## config.mk

```make
export PLATFORM = sky130hd
export DESIGN_NAME = serin_irq
export DESIGN_NICKNAME = d
export VERILOG_FILES = /design/src/rtl/serin_irq_pkg.sv /design/src/rtl/serin_irq_regs.sv /design/src/rtl/serin_irq_lane.sv /design/src/rtl/serin_irq_combine.sv /design/src/rtl/serin_irq.sv
export SDC_FILE = /design/constraint.sdc
export NUM_CORES = 2
export LEC_CHECK = 0
export BUFFER_PORTS_ARGS = -buffer_cell sky130_fd_sc_hd__buf_2
export CAP_MARGIN = 20
export CORE_UTILIZATION = 58
export CTS_CLUSTER_SIZE = 30
export DETAILED_ROUTE_END_ITERATION = 10
export PLACE_DENSITY_LB_ADDON = 0.1
export SLEW_MARGIN = 10
export SYNTH_ARGS = -nofsm -noshare
export SYNTH_HDL_FRONTEND = slang
export SYNTH_SLANG_ARGS = --single-unit
```

## constraint.sdc

```tcl
create_clock -name clk -period 6.9 [get_ports clk]
set_clock_uncertainty 0.15 [all_clocks]
set_input_delay 1.38 -clock clk [delete_from_list [all_inputs] [get_ports clk]]
set_output_delay 1.38 -clock clk [all_outputs]
set_load 0.02 [all_outputs]
```

## src/rtl/serin_irq_pkg.sv

```systemverilog
// Shared types for the serial input interrupt detector.
package serin_irq_pkg;

    // Trigger type of one source, {high bit, low bit}
    typedef enum logic [1:0] {
        TRIG_LEVEL    = 2'd0,
        TRIG_ANY_EDGE = 2'd1,
        TRIG_FALL     = 2'd2,
        TRIG_RISE     = 2'd3
    } trig_e;

    // Address regions of the register port
    typedef enum logic [2:0] {
        RG_CFG   = 3'd0,
        RG_TRIG  = 3'd1,
        RG_POL   = 3'd2,
        RG_ENA   = 3'd3,
        RG_ACK   = 3'd4,
        RG_IDENT = 3'd5
    } region_e;

    // Event decision for one source on an accepted sample
    function automatic logic src_hit(input logic [1:0] ttype, input logic pol,
                                     input logic cur, input logic prv,
                                     input logic armed);
        logic hit;
        case (trig_e'(ttype))
            TRIG_LEVEL:    hit = cur ^ pol;
            TRIG_ANY_EDGE: hit = armed & (cur ^ prv);
            TRIG_FALL:     hit = armed & prv & ~cur;
            default:       hit = armed & cur & ~prv;
        endcase
        return hit;
    endfunction

endpackage

```

## src/rtl/serin_irq_regs.sv

```systemverilog
// Register file: configuration, trigger, polarity and enable words, an
// acknowledge pulse decoder and the read multiplexer.
// Assumes one access per cycle; the read is combinational on reg_addr.
module serin_irq_regs
    import serin_irq_pkg::*;
#(
    parameter int NPORTS = 32,
    parameter int NBITS  = 4,
    localparam int IDX_W  = $clog2(2 * NBITS),
    localparam int ADDR_W = IDX_W + 3,
    localparam int FLAT_W = NBITS * NPORTS
) (
    input  logic                  clk,
    input  logic                  rst_n,
    input  logic                  wr_en,
    input  logic [ADDR_W-1:0]     addr,
    input  logic [NPORTS-1:0]     wdata,
    output logic [NPORTS-1:0]     rdata,
    input  logic [FLAT_W-1:0]     ident_flat,
    output logic                  master_en,
    output logic [FLAT_W-1:0]     trig_lo_flat,
    output logic [FLAT_W-1:0]     trig_hi_flat,
    output logic [FLAT_W-1:0]     pol_flat,
    output logic [FLAT_W-1:0]     ena_flat,
    output logic [FLAT_W-1:0]     ack_flat
);

    logic [2:0]        region;
    logic [IDX_W-1:0]  idx;
    logic [NPORTS-1:0] trig_q [2*NBITS];
    logic [NPORTS-1:0] pol_q  [NBITS];
    logic [NPORTS-1:0] ena_q  [NBITS];

    assign region = addr[ADDR_W-1:IDX_W];
    assign idx    = addr[IDX_W-1:0];

    // Master enable in configuration word 0
    always_ff @(posedge clk) begin
        if (!rst_n) begin
            master_en <= 1'b0;
        end else if (wr_en && region == RG_CFG && idx == '0) begin
            master_en <= wdata[0];
        end
    end

    // Trigger low/high words
    always_ff @(posedge clk) begin
        for (int k = 0; k < 2 * NBITS; k++) begin
            if (!rst_n) begin
                trig_q[k] <= '0;
            end else if (wr_en && region == RG_TRIG && int'(idx) == k) begin
                trig_q[k] <= wdata;
            end
        end
    end

    // Polarity and enable words
    always_ff @(posedge clk) begin
        for (int k = 0; k < NBITS; k++) begin
            if (!rst_n) begin
                pol_q[k] <= '0;
                ena_q[k] <= '0;
            end else if (wr_en && int'(idx) == k) begin
                if (region == RG_POL) pol_q[k] <= wdata;
                if (region == RG_ENA) ena_q[k] <= wdata;
            end
        end
    end

    // Flatten words and decode acknowledge pulses per bit index
    for (genvar b = 0; b < NBITS; b++) begin : g_word
        assign trig_lo_flat[b*NPORTS +: NPORTS] = trig_q[b];
        assign trig_hi_flat[b*NPORTS +: NPORTS] = trig_q[NBITS + b];
        assign pol_flat[b*NPORTS +: NPORTS]     = pol_q[b];
        assign ena_flat[b*NPORTS +: NPORTS]     = ena_q[b];
        assign ack_flat[b*NPORTS +: NPORTS]     =
            (wr_en && region == RG_ACK && int'(idx) == b) ? wdata : '0;
    end

    // Read multiplexer
    always_comb begin
        rdata = '0;
        case (region)
            RG_CFG:   if (idx == '0) rdata[0] = master_en;
            RG_TRIG:  for (int k = 0; k < 2 * NBITS; k++)
                          if (int'(idx) == k) rdata = trig_q[k];
            RG_POL:   for (int k = 0; k < NBITS; k++)
                          if (int'(idx) == k) rdata = pol_q[k];
            RG_ENA:   for (int k = 0; k < NBITS; k++)
                          if (int'(idx) == k) rdata = ena_q[k];
            RG_IDENT: for (int k = 0; k < NBITS; k++)
                          if (int'(idx) == k) rdata = ident_flat[k*NPORTS +: NPORTS];
            default:  rdata = '0;
        endcase
    end

endmodule

```

## src/rtl/serin_irq_lane.sv

```systemverilog
// One bit index: sample history and pending flags for all ports.
// Assumes smp_valid is a single-cycle pulse; an event beats an acknowledge.
module serin_irq_lane
    import serin_irq_pkg::*;
#(
    parameter int NPORTS = 32
) (
    input  logic              clk,
    input  logic              rst_n,
    input  logic              smp_valid,
    input  logic              armed,
    input  logic [NPORTS-1:0] smp_word,
    input  logic [NPORTS-1:0] trig_lo,
    input  logic [NPORTS-1:0] trig_hi,
    input  logic [NPORTS-1:0] pol,
    input  logic [NPORTS-1:0] ack_word,
    output logic [NPORTS-1:0] pend_word
);

    logic [NPORTS-1:0] prev_q;
    logic [NPORTS-1:0] hit;

    // Per-port event decision
    for (genvar p = 0; p < NPORTS; p++) begin : g_port
        assign hit[p] = smp_valid &
            src_hit({trig_hi[p], trig_lo[p]}, pol[p], smp_word[p], prev_q[p], armed);
    end

    // History of the last accepted sample
    always_ff @(posedge clk) begin
        if (!rst_n)         prev_q <= '0;
        else if (smp_valid) prev_q <= smp_word;
    end

    // Pending flags: set by events, cleared by acknowledge
    always_ff @(posedge clk) begin
        if (!rst_n) pend_word <= '0;
        else        pend_word <= (pend_word & ~ack_word) | hit;
    end

endmodule

```

## src/rtl/serin_irq_combine.sv

```systemverilog
// Identity words (pending AND enable) and the gated interrupt output.
// Purely combinational; assumes all inputs are registered upstream.
module serin_irq_combine #(
    parameter int NPORTS = 32,
    parameter int NBITS  = 4,
    localparam int FLAT_W = NBITS * NPORTS
) (
    input  logic [FLAT_W-1:0] pend_flat,
    input  logic [FLAT_W-1:0] ena_flat,
    input  logic              master_en,
    output logic [FLAT_W-1:0] ident_flat,
    output logic              irq
);

    logic [NBITS-1:0] word_any;

    // Per-bit-index identity and its OR
    for (genvar b = 0; b < NBITS; b++) begin : g_id
        assign ident_flat[b*NPORTS +: NPORTS] =
            pend_flat[b*NPORTS +: NPORTS] & ena_flat[b*NPORTS +: NPORTS];
        assign word_any[b] = |ident_flat[b*NPORTS +: NPORTS];
    end

    // Master gate
    assign irq = master_en & (|word_any);

endmodule

```

## src/rtl/serin_irq.sv

```systemverilog
// Top of the serial input interrupt detector: register file, one lane per
// bit index and the identity/interrupt combiner.
// Assumes sample_valid pulses once per completed burst.
module serin_irq #(
    parameter int NPORTS = 32,
    parameter int NBITS  = 4,
    localparam int IDX_W  = $clog2(2 * NBITS),
    localparam int ADDR_W = IDX_W + 3,
    localparam int FLAT_W = NBITS * NPORTS
) (
    input  logic              clk,
    input  logic              rst_n,
    input  logic              sample_valid,
    input  logic [FLAT_W-1:0] sample_bits,
    input  logic              reg_wr,
    input  logic [ADDR_W-1:0] reg_addr,
    input  logic [NPORTS-1:0] reg_wdata,
    output logic [NPORTS-1:0] reg_rdata,
    output logic              irq
);

    logic              master_en;
    logic              primed_q;
    logic [FLAT_W-1:0] trig_lo_flat, trig_hi_flat, pol_flat, ena_flat;
    logic [FLAT_W-1:0] ack_flat, pend_flat, ident_flat;

    // Marks that a history sample exists
    always_ff @(posedge clk) begin
        if (!rst_n)            primed_q <= 1'b0;
        else if (sample_valid) primed_q <= 1'b1;
    end

    serin_irq_regs #(.NPORTS(NPORTS), .NBITS(NBITS)) u_regs (
        .clk          (clk),
        .rst_n        (rst_n),
        .wr_en        (reg_wr),
        .addr         (reg_addr),
        .wdata        (reg_wdata),
        .rdata        (reg_rdata),
        .ident_flat   (ident_flat),
        .master_en    (master_en),
        .trig_lo_flat (trig_lo_flat),
        .trig_hi_flat (trig_hi_flat),
        .pol_flat     (pol_flat),
        .ena_flat     (ena_flat),
        .ack_flat     (ack_flat)
    );

    for (genvar b = 0; b < NBITS; b++) begin : g_lane
        serin_irq_lane #(.NPORTS(NPORTS)) u_lane (
            .clk       (clk),
            .rst_n     (rst_n),
            .smp_valid (sample_valid),
            .armed     (primed_q),
            .smp_word  (sample_bits[b*NPORTS +: NPORTS]),
            .trig_lo   (trig_lo_flat[b*NPORTS +: NPORTS]),
            .trig_hi   (trig_hi_flat[b*NPORTS +: NPORTS]),
            .pol       (pol_flat[b*NPORTS +: NPORTS]),
            .ack_word  (ack_flat[b*NPORTS +: NPORTS]),
            .pend_word (pend_flat[b*NPORTS +: NPORTS])
        );
    end

    serin_irq_combine #(.NPORTS(NPORTS), .NBITS(NBITS)) u_combine (
        .pend_flat  (pend_flat),
        .ena_flat   (ena_flat),
        .master_en  (master_en),
        .ident_flat (ident_flat),
        .irq        (irq)
    );

endmodule

```

==> reports/results.tsv <==
stage	metric	value	unit
routing	final WL	149700	um
synthesis	Syn Nets	4229	
global_routing	vias in the first global route	31750	
routing	DR pass1 iterations	9	
setup_path	CP Max Fanout	38	
place	GPL Wtd Cong	0.9452	
routing	DRT iter0 DRCs	5266	
setup_path	CP required	5.37	ns
clocking	CTS Buffer Depth	3	
sta	Final min period	5.820	ns
synthesis	post-synthesis cell type count	65	
sta	RSZ-0062 raised after global routing	no	
sta	Setup TNS Final	0	ns
clocking	CTS Hold Buffers Added	0	
synthesis	Syn Area/Cell	10.17	um^2
routing	DRC Markers	0	
place	area post-placement	43180	um^2
clocking	post-CTS setup buffer count	0	
cells_and_area	design area	46040	um^2
synthesis	Main synth FF type	edfxtp_1	
floorplanning	Std-Cell Rows	97	
cells_and_area	Final nets	4298	
routing	Routed wire per std cell	29.09	um
clocking	clock sink total	770	
global_routing	largest net degree at the start of global routing	124	
power_and_ir_drop	VDD IR max	0.1774	mV
synthesis	Post-Syn Instances	4059	
sta	final setup fails	0	
clocking	CTS resizes	0	
sta	maximum clock rate	171.8	MHz
sta	final period utilization	0.8435	
sta	Slew Limit Fails	0	
setup_path	Worst Setup End Kind	output pin	
power_and_ir_drop	P per Cell Area	250.1	nW/um^2
floorplanning	io pins	203	
sta	Worst Max-Slew Pin Slew	1.259	ns
synthesis	post-synth top area share	0.3726	
place	pre-CTS WS	1.272	ns
power_and_ir_drop	leakage	17.05	nW
global_routing	GR Overflow Total	0	
clocking	CTS buffer count	85	
min_path	worst hold path class	reg2reg	
place	detailed placement HPWL	93430	um
setup_path	crit path DAT	4.29	ns
synthesis	Synth Register Bits	770	
global_routing	antenna violations before repair	13	
place	Port Buffers	202	
synthesis	Syn Std Cell Area	41260	um^2
floorplanning	Horiz. Die Dim	268.7	um
synthesis	register area share after synthesis	0.4978	
floorplanning	Die Height	268.7	um
floorplanning	initial cell density of the core	0.5872	
setup_path	Setup Crit Path Kind	in2out	
clocking	CTS tree	yes	
synthesis	FFs w/ async S/R, synth	0	
synthesis	Synth area leaders	edfxtp_1, dfxtp_1, and2_1	
routing	Routed Antenna Nets	0	
floorplanning	Die Footprint	72210	um^2
synthesis	Post-synth EDFFs	512	
flow_run	max cap viols	0	
outcome	status	completed	
clocking	clk slew on worst S/H paths	0.06	ns
sta	Slew HR	0.1588	
cells_and_area	Synth-to-Final Area Change	11.57	%
sta	final worst slack	1.080	ns
synthesis	Warnings, synthesis	0	
sta	final hold vios	0	
clocking	clk_lat worst skew	0.66	ns
global_routing	Total GRT Usage	0.4117	
clocking	clock root buffer master	clkbuf_16	
setup_path	critical path startpoint category	primary input	
synthesis	Yosys top cell by area	edfxtp_1	
routing	via count	33870	
routing	vias per cell	6.579	
global_routing	first-pass GRT wire length	214100	um
floorplanning	Core Region	70270	um^2
clocking	H-tree depth	3	
cells_and_area	layout cell share with drive strength beyond 1	0.1243	
setup_path	r2r setup slk	4.10	ns
[area by class of cell]
class	count	area, um^2
diodes	9	22.52
clock buffers	132	2529
clock inverters	26	305.3
fillers	5629	24230
inverters	3	12.51
multi-input cells	2975	19640
flip-flops and latches	770	20540
well taps	940	1176
repair buffers	293	1807
[where the power goes]
group / internal [mW] / leakage [nW] / switching (mW) / total (mW)
logic: 0.543 / 8.67 / 0.851 / 1.39
registers: 5.18 / 6.99 / 0.249 / 5.42
clock network: 2.75 / 1.39 / 1.95 / 4.69
total: 8.47 / 17.1 / 3.05 / 11.5
[path summary, 6_finish.rpt]
kind                                              from                                         to  cells after the start
max                                        reg_addr[3]                               reg_rdata[8]                      8
min          g_lane[1].u_lane.pend_word[31]$_SDFF_PN0_  g_lane[1].u_lane.pend_word[31]$_SDFF_PN0_                      2
max reg2reg                      primed_q$_SDFFE_PN0P_  g_lane[0].u_lane.pend_word[12]$_SDFF_PN0_                      4
min reg2reg  g_lane[1].u_lane.pend_word[31]$_SDFF_PN0_  g_lane[1].u_lane.pend_word[31]$_SDFF_PN0_                      2
[registers in the layout, indices dropped and copies added (netlist names)]
signal,count
u_regs.master_en,1
primed_q,1
g_lane.u_lane.prev_q,128
g_lane.u_lane.pend_word,128
u_regs.ena_q,128
u_regs.trig_q,256
u_regs.pol_q,128
[Yosys cell counts, types with 11 or more instances]
cell type  instances
nor3_1           150
nand2b_1         138
xnor2_1          256
nor4_1            11
mux2i_1          192
nand2_1          425
edfxtp_1         512
a21oi_1           67
o221ai_1          25
nand3_1           17
clkbuf_2          19
o2bb2ai_1         22
o21ai_0           61
and2_1           514
clkbuf_1         195
nor2_1            88
a21o_1           132
dfxtp_1          258
o22ai_1          259
nand4_1           32
a22oi_1          154
a222oi_1          25
nor2b_1          261
buf_2             78
mux2_2            50
[critical path: stages]
cell and delay (ns):
buf_4 0.65, buf_4 0.67, nand3b_1 0.23, buf_4 0.30, o22ai_1 0.18, o21ai_0 0.09
o21ai_0 0.45, buf_2 0.27
[metrics by stage]
stage,power (mW),utilization,hold WS (ns),std cells
2_1_floorplan,6.312,-,0.3374,4059
3_3_place_gp,6.835,0.6141,0.3547,4980
3_5_place_dp,6.859,0.6145,0.3592,4981
4_1_cts,11.46,0.6548,0.3773,5139
5_1_grt,11.78,0.6549,0.3968,5141
6_report,11.51,0.6551,0.3790,5148
[cells in the final DEF, fill, tap and decap left out, drive strengths merged, types with 9 or more instances in the layout]
cell | netlist | final
diode | 0 | 9
mux2 | 50 | 50
a21oi | 67 | 67
nand4 | 32 | 32
xnor2 | 256 | 256
mux2i | 192 | 192
clkinv | 0 | 19
edfxtp | 512 | 512
buf | 97 | 292
nand2b | 138 | 138
nor4 | 12 | 12
o2bb2ai | 22 | 22
a21o | 132 | 132
nor2b | 261 | 261
and2 | 514 | 514
nand3 | 18 | 18
nor3 | 151 | 151
nand2 | 425 | 425
o22ai | 259 | 259
o21ai | 62 | 62
o221ai | 25 | 25
nor2 | 98 | 98
clkbuf | 214 | 133
a22oi | 154 | 154
dfxtp | 258 | 258
a222oi | 25 | 25
[layer usage]
layer  up-vias  GRT usage  part of all wire
li1      14700          -                 -
met1     16260     0.5534              0.38
met2      2380     0.6125              0.43
met3       529     0.1072              0.13
met4         6     0.2127             0.058
met5         -   0.008108           0.00078
[cell families after synthesis]
kind of cell | synth area share
xor gates and xnor gates | 0.05434
and+or+nand+nor | 0.2189
DFF | 0.4978
muxes | 0.06077
AOI/OAI and AO/OA | 0.1350
buffers and inverters | 0.03314
Power figures use the tool's default switching activity.
